## config.mk

```make
export PLATFORM = sky130hd
export DESIGN_NAME = bxc_xcvr
export DESIGN_NICKNAME = d
export VERILOG_FILES = /design/src/rtl/bxc_pkg.sv /design/src/rtl/bxc_hold.sv /design/src/rtl/bxc_store.sv /design/src/rtl/bxc_drive.sv /design/src/rtl/bxc_xcvr.sv
export SDC_FILE = /design/constraint.sdc
export NUM_CORES = 1
export LEC_CHECK = 0
export CAP_MARGIN = 15
export CORE_MARGIN = 3
export CORE_UTILIZATION = 40
export CTS_BUF_LIST = sky130_fd_sc_hd__clkbuf_4 sky130_fd_sc_hd__clkbuf_8 sky130_fd_sc_hd__clkbuf_16
export DETAILED_ROUTE_END_ITERATION = 10
export MAX_ROUTING_LAYER = met4
export PLACE_DENSITY = 0.82
export SKIP_LAST_GASP = 1
export SYNTH_ARGS = -nofsm -noshare
export SYNTH_HDL_FRONTEND = slang
export SYNTH_SLANG_ARGS = --single-unit
```

## constraint.sdc

```tcl
create_clock -name clk -period 3.5 [get_ports clk]
set_clock_uncertainty 0.2 [all_clocks]
set_input_delay 0.7 -clock clk [delete_from_list [all_inputs] [get_ports clk]]
set_output_delay 0.7 -clock clk [all_outputs]
set_load 0.1 [all_outputs]
```

## src/rtl/bxc_pkg.sv

```systemverilog
package bxc_pkg;
  localparam int NUM_DIR = 2;
  localparam int DIR_AB  = 0;
  localparam int DIR_BA  = 1;

  typedef struct packed {
    logic le;
    logic ck;
    logic cken_n;
    logic oe_n;
  } bxc_ctl_t;
endpackage

```

## src/rtl/bxc_hold.sv

```systemverilog
module bxc_hold #(
  parameter int W = 18
) (
  input  logic         clk,
  input  logic         rst,
  input  logic [W-1:0] din,
  input  logic [W-1:0] dvld,
  output logic [W-1:0] eff
);
  logic [W-1:0] held_q;

  for (genvar i = 0; i < W; i++) begin : g_bit
    always_ff @(posedge clk) begin
      if (rst)          held_q[i] <= 1'b0;
      else if (dvld[i]) held_q[i] <= din[i];
    end
    assign eff[i] = dvld[i] ? din[i] : held_q[i];
  end
endmodule

```

## src/rtl/bxc_store.sv

```systemverilog
module bxc_store
  import bxc_pkg::*;
#(
  parameter int W = 18
) (
  input  logic         clk,
  input  logic         rst,
  input  bxc_ctl_t     ctl,
  input  logic [W-1:0] eff,
  output logic [W-1:0] path
);
  logic         ck_q;
  logic         rise;
  logic         load;
  logic [W-1:0] stor_q;

  always_ff @(posedge clk) ck_q <= ctl.ck;

  assign rise = ctl.ck & ~ck_q;
  assign load = ctl.le | (rise & ~ctl.cken_n);

  always_ff @(posedge clk) begin
    if (rst)       stor_q <= '0;
    else if (load) stor_q <= eff;
  end

  assign path = ctl.le ? eff : stor_q;
endmodule

```

## src/rtl/bxc_drive.sv

```systemverilog
module bxc_drive #(
  parameter int W = 18
) (
  input  logic         oe_n,
  input  logic [W-1:0] path,
  output logic [W-1:0] dout,
  output logic [W-1:0] doe
);
  assign doe  = {W{~oe_n}};
  assign dout = oe_n ? '0 : path;
endmodule

```

## src/rtl/bxc_xcvr.sv

```systemverilog
module bxc_xcvr
  import bxc_pkg::*;
#(
  parameter int W = 18
) (
  input  logic         clk,
  input  logic         rst,
  input  logic [W-1:0] a_in,
  input  logic [W-1:0] a_in_vld,
  input  logic         oe_ab_n,
  input  logic         le_ab,
  input  logic         ck_ab,
  input  logic         cken_ab_n,
  output logic [W-1:0] b_out,
  output logic [W-1:0] b_oe,
  input  logic [W-1:0] b_in,
  input  logic [W-1:0] b_in_vld,
  input  logic         oe_ba_n,
  input  logic         le_ba,
  input  logic         ck_ba,
  input  logic         cken_ba_n,
  output logic [W-1:0] a_out,
  output logic [W-1:0] a_oe
);
  logic [W-1:0] src  [NUM_DIR];
  logic [W-1:0] msk  [NUM_DIR];
  logic [W-1:0] dst  [NUM_DIR];
  logic [W-1:0] dsto [NUM_DIR];
  bxc_ctl_t     ctl  [NUM_DIR];

  assign src[DIR_AB] = a_in;
  assign msk[DIR_AB] = a_in_vld;
  assign ctl[DIR_AB] = '{le: le_ab, ck: ck_ab, cken_n: cken_ab_n, oe_n: oe_ab_n};
  assign src[DIR_BA] = b_in;
  assign msk[DIR_BA] = b_in_vld;
  assign ctl[DIR_BA] = '{le: le_ba, ck: ck_ba, cken_n: cken_ba_n, oe_n: oe_ba_n};

  for (genvar d = 0; d < NUM_DIR; d++) begin : g_dir
    logic [W-1:0] eff;
    logic [W-1:0] path;

    bxc_hold #(.W(W)) u_hold (
      .clk (clk), .rst (rst), .din (src[d]), .dvld (msk[d]), .eff (eff)
    );
    bxc_store #(.W(W)) u_store (
      .clk (clk), .rst (rst), .ctl (ctl[d]), .eff (eff), .path (path)
    );
    bxc_drive #(.W(W)) u_drive (
      .oe_n (ctl[d].oe_n), .path (path), .dout (dst[d]), .doe (dsto[d])
    );
  end

  assign b_out = dst[DIR_AB];
  assign b_oe  = dsto[DIR_AB];
  assign a_out = dst[DIR_BA];
  assign a_oe  = dsto[DIR_BA];
endmodule

```

==> flow_summary.json <==
{
  "synthTopCellsByArea": "dfxtp_1, mux2i_1, mux2_4, a211oi_1, nor2_1",
  "die_w_um": 100,
  "vias": 2855,
  "r2r-end": "g_dir[0].u_store.stor_q[6]",
  "n_fill_cell": 607,
  "clk_pin_slew_ns": 0.07,
  "syn_nets": 434,
  "wire_per_inst_um": 15.9,
  "grt_max_degree": 38,
  "cap_violations": 0,
  "synth_top_area_cell": "dfxtp_1",
  "cts_setup_buffers": 0,
  "p_leak_uw": 0.00247,
  "die_y_um": 100,
  "grt_pass1_wl_mm": 14.2,
  "cts_sinks": 74,
  "hpwl_mm": 6.94,
  "r2r_cells": 3,
  "fin_util_pct": 69.4,
  "cts_root_buf": "clkbuf_8",
  "start_util_pct": 42.1,
  "dieArea_mm2": 0.0100,
  "htreeDepth": 3,
  "r2r_start": "g_dir[0].u_store.ck_q",
  "startpoint": "oe_ab_n",
  "routed_wirelength_mm": 9.16,
  "hp-class": "flop to flop",
  "min_period_ns": 3.16,
  "fin_crit_sh_pct": 90.3,
  "ys_warn_count": 0,
  "fp.coreArea_mm2": 0.00842,
  "fin_nets": 551,
  "yosysSeqAreaShare_pct": 41.8,
  "fmax_mhz": 317,
  "grt_usage_pct": 18.4,
  "place_inst": 563,
  "hold_depth": 2,
  "drtIter0Drc": 81,
  "outcome": "finished clean",
  "grt.overflow.total": 0,
  "post_cts_resized": 0,
  "grt_setup_unrepaired": "false",
  "ios": 154,
  "io_buffers": 153,
  "fin_cells": 577,
  "fp-row-count": 33,
  "synthCells": 352,
  "place_congestion": 0.773,
  "crit_path_end": "b_out[15]",
  "vias_per_cell": 4.95,
  "relSlewSlack_pct": 47.0,
  "holdWs_ns": 0.349,
  "slew_violations": 0,
  "ys_seq_elements": 74,
  "cts_hold_buf": 0,
  "crit_type": "input pin to primary output",
  "post_dp_cell_area_mm2": 0.00564,
  "area_delta_synth_final_pct": 65.1,
  "cts_buffers": 9,
  "peakVddDrop_uv": 264,
  "drtAntennaViolNets": 0,
  "critical_path.max_fanout": 10,
  "tritoncts": "done",
  "worstPathArrival_ns": 2.26,
  "grt_antenna_before_repair": 0,
  "antenna_cells": 0,
  "synth_cell_types": 16,
  "design_area_mm2": 0.00585,
  "setup_viol": 0,
  "dr.pass1.iters": 4,
  "worstSetupStartpointType": "input pin",
  "crit_path_end_kind": "primary output",
  "power.density_mw_per_mm2": 429,
  "synth_top_area_share_pct": 41.8,
  "required_ns": 2.60,
  "grt_pass1_vias": 2918,
  "total_power_uw": 2510,
  "tightest_slew_ns": 0.794,
  "final-hold-violation-count": 0,
  "clock_latency_ns": 0.34,
  "ff2ff_setup_slack_ns": 1.78,
  "cts_buffer_depth": 2,
  "avgSynthCellArea_um2": 10.1,
  "drive_gt1_share_pct": 29.7,
  "synthesis.area_mm2": 0.00354,
  "drc": 0
}
worst min-delay path by stage:
| stage | from | end | slack (ns) |
|---|---|---|---|
| 6_report | g_dir[0].u_hold.held_q[3] | g_dir[0].u_hold.held_q[3] | 0.35 |
| 5_1_grt | g_dir[1].u_hold.held_q[0] | g_dir[1].u_hold.held_q[0] | 0.38 |
| 3_5_place_dp | g_dir[0].u_hold.held_q[3] | g_dir[0].u_hold.held_q[3] | 0.32 |
| 3_3_place_gp | g_dir[1].u_hold.held_q[5] | g_dir[1].u_hold.held_q[5] | 0.31 |
| 2_1_floorplan | g_dir[0].u_hold.held_q[0] | g_dir[0].u_hold.held_q[0] | 0.29 |
| 4_1_cts | g_dir[0].u_hold.held_q[7] | g_dir[0].u_hold.held_q[7] | 0.35 |
critical path, stage by stage:
cell and delay, ns:
clkdlybuf4s50_1 0.65, buf_4 0.29, a211oi_1 0.38, buf_12 0.24
metrics by stage:
step / setup WS (ns) / TNS (ns)
floorplan: -0.719 / -21.19
global placement: 0.389 / 0
detailed placement: 0.345 / 0
CTS: 0.337 / 0
global route: 0.260 / 0
finish: 0.341 / 0
cells in the mapped netlist:
cell type / n
a211oi_1: 36
a21oi_4: 2
buf_1: 1
buf_12: 2
buf_2: 13
buf_4: 34
buf_6: 2
clkbuf_1: 4
dfxtp_1: 74
inv_1: 2
mux2_2: 16
mux2_4: 20
mux2i_1: 36
nor2_1: 72
nor2_2: 2
nor2b_1: 36
area by class of cell:
| class | count | area, um^2 | share of cell area (%) |
|---|---|---|---|
| repair buffers | 162 | 2350 | 40.2 |
| multi-input cells | 220 | 1670 | 28.6 |
| flip-flops and latches | 74 | 1480 | 25.3 |
| well taps | 105 | 131 | 2.25 |
| clock buffers | 9 | 124 | 2.12 |
| clock inverters | 5 | 81.3 | 1.39 |
| inverters | 2 | 7.51 | 0.128 |
report_power, final:
part	switching, uW	internal (uW)	leakage [uW]	total [uW]
clock network	303	393	0.000101	696
registers	19.6	894	0.000610	913
logic	542	359	0.00176	901
total	865	1650	0.00247	2510
placed cells by master, fill, tap and decap left out, types with 6 or more instances in the layout:
cell type / synthesis / layout
a211oi_1: 36 / 32
dfxtp_1: 74 / 74
mux2_2: 16 / 16
mux2i_1: 36 / 36
buf_4: 34 / 6
mux2_4: 20 / 20
buf_12: 2 / 75
clkbuf_8: 0 / 9
nor2b_1: 36 / 36
nor2_1: 72 / 72
clkdlybuf4s50_1: 0 / 80
flip-flops by register name, summed over array words and instances, names as in the netlist:
signal	flops
g_dir.u_store.stor_q	36
g_dir.u_store.ck_q	2
g_dir.u_hold.held_q	36
kinds of logic (layout without fill, tap and decap cells):
logic type | after synthesis | in the layout | synth area share [%]
AOI/OAI and AO/OA | 38 | 38 | 8.55
DFF | 74 | 74 | 41.8
muxes | 72 | 72 | 23.7
and+or+nand+nor | 110 | 110 | 14.3
buffers and inverters | 58 | 178 | 11.6
metal layers:
metal	GRT usage (%)	routed length [um]	vias up
met5	-	0	-
met4	5.60	172	0
met3	4.93	645	13
met2	33.8	4880	108
met1	19.2	3470	1346
li1	-	-	1388
Note: power is estimated with default switching activity, not from simulation.
